--- src/rtl/lesup_pkg.sv ---
package lesup_pkg;
  // Cycles per tick, never below 2 so the tick is a true one-cycle pulse.
  function automatic int tick_divisor(input longint sys_hz, input longint tick_hz);
    longint q;
    q = sys_hz / tick_hz;
    return (q < 2) ? 2 : int'(q);
  endfunction
endpackage

--- src/rtl/lesup_prescaler.sv ---
module lesup_prescaler #(
  parameter int DIV = 6250
) (
  input  logic clk,
  input  logic rst,
  output logic tick_o
);
  localparam int CW = (DIV > 1) ? $clog2(DIV) : 1;
  localparam logic [CW-1:0] LAST = CW'(DIV - 1);

  logic [CW-1:0] cnt;

  always_ff @(posedge clk) begin
    if (rst) begin
      cnt    <= '0;
      tick_o <= 1'b0;
    end else begin
      cnt    <= (cnt == LAST) ? '0 : cnt + 1'b1;
      tick_o <= (cnt == LAST);
    end
  end

  // tick lasts a single cycle
  tick_single_chk: assert property (@(posedge clk) disable iff (rst)
    tick_o |=> !tick_o);
endmodule

--- src/rtl/lesup_persist_timer.sv ---
module lesup_persist_timer #(
  parameter int HOLD_TICKS = 32000
) (
  input  logic clk,
  input  logic rst,
  input  logic tick_i,
  input  logic hold_i,
  output logic expire_o
);
  localparam int CW = $clog2(HOLD_TICKS + 1);
  localparam logic [CW-1:0] LAST = CW'(HOLD_TICKS - 1);
  localparam logic [CW-1:0] FULL = CW'(HOLD_TICKS);

  logic [CW-1:0] cnt;

  always_ff @(posedge clk) begin
    if (rst) begin
      cnt      <= '0;
      expire_o <= 1'b0;
    end else begin
      expire_o <= 1'b0;
      if (!hold_i) begin
        cnt <= '0;
      end else if (tick_i && cnt != FULL) begin
        cnt <= cnt + 1'b1;
        if (cnt == LAST) expire_o <= 1'b1;
      end
    end
  end

  // expiry only follows a cycle with the hold condition present
  expire_hold_chk: assert property (@(posedge clk) disable iff (rst)
    expire_o |-> $past(hold_i));

  // expiry is a single-cycle event per unbroken hold
  expire_once_chk: assert property (@(posedge clk) disable iff (rst)
    expire_o |=> !expire_o);
endmodule

--- src/rtl/low_energy_supervisor.sv ---
module low_energy_supervisor #(
  parameter longint SYS_CLK_HZ = 200_000_000,
  parameter longint TICK_HZ    = 32_000,
  parameter int     HOLD_TICKS = 32000
) (
  input  logic clk,
  input  logic rst,
  input  logic at_bound_i,
  input  logic recover_i,
  output logic low_energy_o,
  output logic ready_o
);
  import lesup_pkg::*;

  localparam int TICK_DIV = tick_divisor(SYS_CLK_HZ, TICK_HZ);

  logic tick;
  logic expire;

  lesup_prescaler #(.DIV(TICK_DIV)) u_prescaler (
    .clk    (clk),
    .rst    (rst),
    .tick_o (tick)
  );

  lesup_persist_timer #(.HOLD_TICKS(HOLD_TICKS)) u_timer (
    .clk      (clk),
    .rst      (rst),
    .tick_i   (tick),
    .hold_i   (at_bound_i),
    .expire_o (expire)
  );

  // Low-energy latch: recovery wins over a coincident expiry.
  always_ff @(posedge clk) begin
    if (rst)            low_energy_o <= 1'b0;
    else if (recover_i) low_energy_o <= 1'b0;
    else if (expire)    low_energy_o <= 1'b1;
  end

  // Startup-ready latch: sticky until reset.
  always_ff @(posedge clk) begin
    if (rst)         ready_o <= 1'b0;
    else if (expire) ready_o <= 1'b1;
  end


  reset_clear_chk: assert property (@(posedge clk)
    rst |=> (!low_energy_o && !ready_o));


  flag_cause_chk: assert property (@(posedge clk) disable iff (rst)
    $rose(low_energy_o) |-> $past(expire));


  recover_clear_chk: assert property (@(posedge clk) disable iff (rst)
    recover_i |=> !low_energy_o);


  ready_sticky_chk: assert property (@(posedge clk) disable iff (rst)
    ready_o |=> ready_o);


  ready_cause_chk: assert property (@(posedge clk) disable iff (rst)
    $rose(ready_o) |-> $rose(low_energy_o));
endmodule

--- config.mk ---
export PLATFORM = sky130hd
export DESIGN_NAME = low_energy_supervisor
export DESIGN_NICKNAME = d
export VERILOG_FILES = /design/src/rtl/lesup_pkg.sv /design/src/rtl/lesup_prescaler.sv /design/src/rtl/lesup_persist_timer.sv /design/src/rtl/low_energy_supervisor.sv
export SDC_FILE = /design/constraint.sdc
export NUM_CORES = 1
export LEC_CHECK = 0
export BUFFER_PORTS_ARGS = -buffer_cell sky130_fd_sc_hd__buf_2
export CORE_UTILIZATION = 35
export DETAILED_ROUTE_END_ITERATION = 12
export GPL_TIMING_DRIVEN = 0
export PLACE_DENSITY = 0.48
export SKIP_CTS_REPAIR_TIMING = 1
export SYNTH_ARGS = -nofsm -noshare
export SYNTH_HDL_FRONTEND = slang
export SYNTH_SLANG_ARGS = --single-unit
--- constraint.sdc ---
create_clock -name clk -period 3.1 [get_ports clk]
set_clock_uncertainty 0.1 [all_clocks]
set_input_delay 0.93 -clock clk [delete_from_list [all_inputs] [get_ports clk]]
set_output_delay 0.93 -clock clk [all_outputs]
set_load 0.03 [all_outputs]
* Word level (Yosys, flattened, before mapping) *
Cells that the tools add are included.
Widths: inputs -> output; s select.

cells by class
  add/subtract/negate cells = 2
  reduce and logical (&&, ||, !) cells = 5
  multiplexer cells = 1
  bitwise operators = 2
  eq/ne operators = 3

operator list
  cell                   count
  $add 15x1->15 const B  1
  $eq 15x15->1 const B   1
  $ne 15x15->1 const B   1
  $add 13x1->13 const B  1
  $eq 13x13->1 const B   1
  $reduce_or 2->1        3
  $reduce_or 3->1        1
  $not 1->1              2
  $logic_and 1x1->1      1
  $mux 1                 1

storage, ports and cells
  output and inout port bits = 2
  bits in registers = 32
  input bits = 4
  word-level logic and storage cells = 19

* Logic depth before layout (Yosys ltp) *
Gate-level depths: netlist (run 1).

  depth after elaboration = 4
  depth in mapped cells = 7
  gate-level depth less buffers = 6

* Cells and area by module *
A second synthesis (run 1) with hierarchy kept.

second synthesis, totals
  cell total of the unflattened synthesis = 169
  area, all modules = 1,554.0 um2

by module, submodules not included
  module                 area each (um2)  times used  cells an instance
  lesup_persist_timer    797.0            1           90
  lesup_prescaler        695.7            1           73
  low_energy_supervisor  61.3             1           6

* Worst setup path after synthesis (run 1) *
OpenSTA, ideal clock, no wires.

  path type = input to register
  start point = in rst
  end point = reg u_timer.expire_o
  stages = 3
  slack = 1.203 ns
  setup time = 0.078 ns
  arrival time = 1.720 ns
  path through = nand2b_1 -> or4_1 -> nor3_1

between the ends
  longest elaborated chain between the ends = 1

ends and longest elaborated chain
  element                    RTL line                    source
  from (decl)                low_energy_supervisor.sv:7  input logic rst,
  $reduce_or 3->1 (no line)  -
  to (signal assigned)       lesup_persist_timer.sv:19   expire_o <= 1'b0;
  to (signal assigned)       lesup_persist_timer.sv:21   expire_o <= 1'b0;
  to (signal assigned)       lesup_persist_timer.sv:26   if (cnt == LAST) expire_o <= 1'b1;
  to (decl)                  lesup_persist_timer.sv:8    output logic expire_o

No other way between the ends.
A chain may end at the register's enable or synchronous reset.

* Worst setup path after layout (run 1) *
  start point = reg u_timer.cnt[2]
  end point = reg u_timer.cnt[13]

between the ends
  longest elaborated chain between the ends = 2
  elaborated cells between the ends (all ways) = 3
  classes of those cells = add/sub (1); eq/ne (1); reduce/logical (1)

ends and longest elaborated chain
  element                                                RTL line                   source
  from (decl)                                            lesup_persist_timer.sv:14  logic [CW-1:0] cnt;
  from (signal assigned)                                 lesup_persist_timer.sv:25  cnt <= cnt + 1'b1;
  branches (longest 2 deep; another with $add 15x1->15)  -

Parallel ways; which one is timed is not known.

==> results.cfg, run 1 <==
[outcome]
status = finished clean

[timing]
fmax_ghz = 0.526
slew_viol_final = 0
max-slew-margin-rel = 0.555
rsz0062_at_grt = no
worstMarginPinSlew_ns = 0.663
period_needed_ns = 1.90
period_share = 0.614
finalSetupViolations = 0
setup-tns-final_ns = 0
hold_viol_final = 0

[clocking]
clockBufferDepth = 2
cts.sinks = 32
cts_made_buffers = 5
clock_latency_ns = 0.28
cts_tree = built
cts-root-buf = clkbuf_8
htreeDepth = 2
cts.reportedPaths.clkPinSlew_ns = 0.07

[global_route]
grt_overflow = 0
antenna_found_initial = 0
grt_pass1_wl_mm = 4.83
grt_max_degree = 11
grt.total_usage = 0.147
grt_pass1_vias = 1039

[logic_synthesis]
syn-num-nets = 176
netlist_top_cells_area = dfxtp_1 43%, xnor2_1 8.3%, nor2_1 7.4%, ha_1 3.4%, nand4_1 3.4%
synth_area_mm2 = 0.00148
ys.flop_type = dfxtp_1
syn_inst = 168
yosys_warnings = 0
ys_async_sr_fraction = 0
avgSynthCellArea_um2 = 8.80
synth_edf_count = 0
synth-seq-cells = 32
synth_top_area_share = 0.434
yosysUniqueCellTypes = 35
yosysSeqAreaShare = 0.434
synth_top_cell_by_area = dfxtp_1

[placement]
dp_hpwl_mm = 2.07
place.gp.congestion = 0.750
placed_cells = 223
portBuffers = 5

[power]
cellPowerDensity_mw_per_mm2 = 495
p_leak_nw = 0.544
finalPower_uw = 828
irDropWorstVdd_mv = 0.154

[layout]
diodes = 0
layoutNonFillerInstCount = 231
final_layout_size_suffix_gt1_frac = 0.110
syn_to_final_growth_pct = 13.2
post-route-util = 0.415
num-nets-final = 188

[worst_setup_path]
required_ns = 3.22
cp.arrival_ns = 2.02
crit_type = flip-flop to flip-flop
path_max_fanout = 8
endpoint_kind = flip-flop
startpoint_type = flip-flop
reg2reg_depth = 4

[route]
antenna_left = 0
dr.first_iter.drc_count = 71
vias_per_cell = 5.02
finalWirelength_mm = 2.82
drt-wirelength-per-cell_um = 12.2
dr.pass1.iters = 4
vias = 1159
wl_met2_mm = 1.17
route.detailed.drc = 0
m1WireLength_mm = 1.51
dr.max_layer_used = met4
wl_met3_um = 95

[die]
start_util = 0.367
dieArea_mm2 = 0.00449
die_height_um = 67.0
core_area_mm2 = 0.00403
num_rows = 23
die_x_um = 67.0
io_pins = 6

[run]
max_cap_violations = 0

[min_path]
holdPathStages = 2
worstHoldPathType = flip-flop to flip-flop
-- power by group --
group          switching [mW]  leakage, nW  internal [mW]
Combinational          0.0115        0.230        0.00647
Clock                   0.154       0.0552          0.238
Sequential            0.00378        0.258          0.414
Total                   0.169        0.544          0.659
-- through the flow --
step / setup WS (ns) / hold slack (ns) / area (um2)
after global routing: 1.07 / 0.381 / 1670
after floorplan: 1.20 / 0.335 / 1480
after detailed placement: 0.890 / 0.353 / 1570
after CTS: 1.18 / 0.369 / 1670
after global placement: 0.905 / 0.349 / 1570
final: 1.20 / 0.363 / 1670
-- state kept, by name, summed over array words and instances, names as in the netlist --
signal	count
u_timer.cnt	15
u_prescaler.cnt	13
low_energy_o	1
ready_o	1
u_prescaler.tick_o	1
u_timer.expire_o	1
-- critical path: stages (launching register included) --
cell and delay, ns:
dfxtp_1 0.46, nand4_2 0.19, or3_4 0.44, or4_1 0.51, a21oi_1 0.14
-- synthesized netlist by cell type, types with 2 or more instances --
cell type	n
or4_1	4
o21ai_0	2
ha_1	4
xor2_1	5
nor2_1	29
nand4_1	8
nor4_1	3
clkbuf_1	2
a21oi_1	5
nand3_1	9
nor3_1	7
nand2b_1	3
inv_1	8
nand2_1	12
dfxtp_1	32
o31ai_1	2
a31o_2	2
xnor2_1	14
-- layout make-up --
type | count | area, um2
inverter | 8 | 30.0
multi-input combinational | 124 | 785
sequential | 32 | 641
clock inverter | 2 | 35.0
fill | 419 | 2360
clock buffer | 6 | 72.6
tap | 50 | 62.6
timing repair buffer | 5 | 25.0
buffer | 4 | 22.5
-- path summary, 6_finish.rpt --
check             slack [ns]              end            from
setup / recovery        1.20  u_timer.cnt[13]  u_timer.cnt[2]
hold / removal          0.36          ready_o         ready_o
setup reg to reg        1.20  u_timer.cnt[13]  u_timer.cnt[2]
hold reg to reg         0.36          ready_o         ready_o
-- cells in the final DEF, fill, tap and decap left out, types with 2 or more instances in the layout --
| cell type | count |
|---|---|
| clkbuf_8 | 5 |
| inv_1 | 8 |
| dfxtp_1 | 32 |
| nand3_1 | 9 |
| clkbuf_1 | 3 |
| nor4_1 | 3 |
| nor3_1 | 7 |
| o21ai_0 | 2 |
| nand4_1 | 8 |
| nand2b_1 | 3 |
| o31ai_1 | 2 |
| ha_1 | 4 |
| xnor2_1 | 14 |
| nor2_1 | 29 |
| a31o_2 | 2 |
| buf_2 | 5 |
| nand2_1 | 12 |
| xor2_1 | 5 |
| a21oi_1 | 5 |
| or4_1 | 4 |
-- metal layers --
metal | vias to the layer above | GRT usage
met4 | 0 | 0.0638
met2 | 12 | 0.203
met1 | 535 | 0.202
met3 | 5 | 0.0514
li1 | 607 | -
met5 | - | 0
-- cells by family after synthesis --
logic type               synth area share
buffers and inverters              0.0356
adder cells (fa/ha/maj)            0.0339
AND/OR/NAND/NOR                     0.309
AO/OA/AOI/OAI                      0.0754
flip-flops                          0.434
XOR/XNOR                            0.113
Note: power is estimated with default switching activity, not from simulation.
==> inputs of run 2 (changes only) <==
PLACE_DENSITY = 0.5   (was 0.48)
clock period = 1.57 ns   (was 3.1 ns; I/O delays follow)
==> run 2 against run 1 <==
The run now ends with setup timing left. Critical endpoint is now u_timer.cnt[0]. Combinational power increased by 130%. Critical path depth unchanged. Setup slack got worse by 1.3 ns. Hold slack got worse by 0.11 ns. Core utilization increased by 4.1 points. First-iteration DRC count decreased by 42%.
==> results.cfg, run 2 (synthesis gave the netlist of run 1 again) <==
[outcome]
status = complete, but fails checks
violations = setup timing

[placement]
dpl_worst_slack_ns = -0.239
portBuffers = 5
place.gp.congestion = 0.771
dp_hpwl_mm = 2.04

[global_route]
grt_pass1_vias = 1082
grt_use_met2 = 0.235
antenna_found_initial = 0
use_met1 = 0.166
grt.total_usage = 0.143
use_met3 = 0.0462
grt_max_degree = 11
grt_overflow = 0
top_usage_layer = met2
grt_pass1_wl_mm = 4.71

[worst_setup_path]
crit_chain = or4_4 -> o41ai_4 -> xnor2_1 -> nor2_1
path_max_fanout = 6
cp_slowest_cell = or4_4
reg2reg_depth = 4
required_ns = 1.62
startpoint_type = flip-flop
crit_type = flip-flop to flip-flop
r2r_start = u_timer.cnt[3]
r2r_end = u_timer.cnt[0]
r2r_slack_ns = -0.13
endpoint_kind = flip-flop
cp.arrival_ns = 1.76
slowest_delay_ns = 0.55

[layout]
largest_reg_flops = 15
regArea_um2 = 673
fill_cells = 397
multi_input_area_um2 = 870
num-nets-final = 197
layout_common_cells = 29 x nor2_1, 20 x dfxtp_1, 14 x xnor2_1
diodes = 0
final_layout_size_suffix_gt1_frac = 0.280
top_register = u_timer.cnt
mostFrequentLayoutCell = nor2_1
reg_top3 = u_timer.cnt: 15 flops, u_prescaler.cnt: 13 flops
syn_to_final_growth_pct = 24.5

[timing]
holdWs_ns = 0.251
period_needed_ns = 1.70
slew_viol_final = 0
finalSetupViolations = 6
period_share = 1.08
worstMarginPinSlew_ns = 0.482
hold_viol_final = 0
worst_slack_ns = -0.133
fmax_ghz = 0.587
rsz0062_at_grt = yes
max-slew-margin-rel = 0.678

[run]
max_cap_violations = 0

[die]
dieArea_mm2 = 0.00449
num_rows = 23
start_util = 0.367
io_pins = 6
die_x_um = 67.0
die_height_um = 67.0
core_area_mm2 = 0.00403

[clocking]
htreeDepth = 2
clockBufferDepth = 2
cts.reportedPaths.clkPinSlew_ns = 0.07
cts_made_buffers = 5
clock_latency_ns = 0.28
cts-root-buf = clkbuf_8
cts_tree = built
cts.sinks = 32

[min_path]
holdPathStages = 2
hold_end = low_energy_o
worstHoldPathType = input pin to flip-flop
min_from = recover_i

[route]
route.detailed.drc = 0
drt-wirelength-per-cell_um = 12.9
vias_per_cell = 5.18
dr.pass1.iters = 4
dr.first_iter.drc_count = 41
finalWirelength_mm = 3.08
antenna_left = 0
vias = 1238

[power]
cellPowerDensity_mw_per_mm2 = 784
finalPower_mw = 1.44
p_leak_nw = 0.629
irDropWorstVdd_mv = 0.597
-- run 2: worst max-delay path: cells and delay by family, from the launching register on --
| kind | cells | cell delay (ns) |
|---|---|---|
| AOI/OAI and AO/OA | 1 | 0.33 |
| xor gates and xnor gates | 1 | 0.17 |
| and+or+nand+nor | 2 | 0.61 |
| DFF | 1 | 0.37 |
-- run 2: area by class of cell --
type,instances,share of cell area
flip-flops and latches,32,0.366
inverters,8,0.0163
clock inverters,1,0.00272
clock buffers,6,0.0395
multi-input cells,124,0.473
well taps,50,0.0340
repair buffers,15,0.0544
plain buffers,3,0.0143
-- run 2: metrics by stage --
step                      TNS [ns]  instance area [um2]  utilization  instances
after global placement       -3.39                 1590        0.393        223
after global routing        -0.993                 1840        0.457        239
after CTS                    -3.46                 1660        0.413        230
after detailed placement     -3.61                 1590        0.393        223
final                       -0.509                 1840        0.457        239
after floorplan            -0.0396                 1500            -        168
-- run 2: metal layers --
layer | wire length, um | up-vias
met5 | 0 | -
met4 | 95 | 0
met3 | 80 | 12
met2 | 1500 | 16
met1 | 1400 | 585
li1 | - | 625
-- run 2: worst max-delay path by stage --
stage | end | startpoint | slack, ns
5_1_grt | u_timer.cnt[2] | u_timer.cnt[3] | -0.20
3_5_place_dp | u_prescaler.cnt[2] | u_prescaler.cnt[7] | -0.24
6_report | u_timer.cnt[0] | u_timer.cnt[3] | -0.13
2_1_floorplan | u_timer.cnt[2] | u_timer.cnt[3] | -0.02
3_3_place_gp | u_prescaler.cnt[7] | u_prescaler.cnt[7] | -0.24
4_1_cts | u_prescaler.cnt[3] | u_prescaler.cnt[7] | -0.25
-- run 2: power breakdown --
group | internal (mW) | total, mW | switching, mW
Combinational | 0.0177 | 0.0415 | 0.0238
Clock | 0.301 | 0.587 | 0.286
Sequential | 0.807 | 0.815 | 0.00795
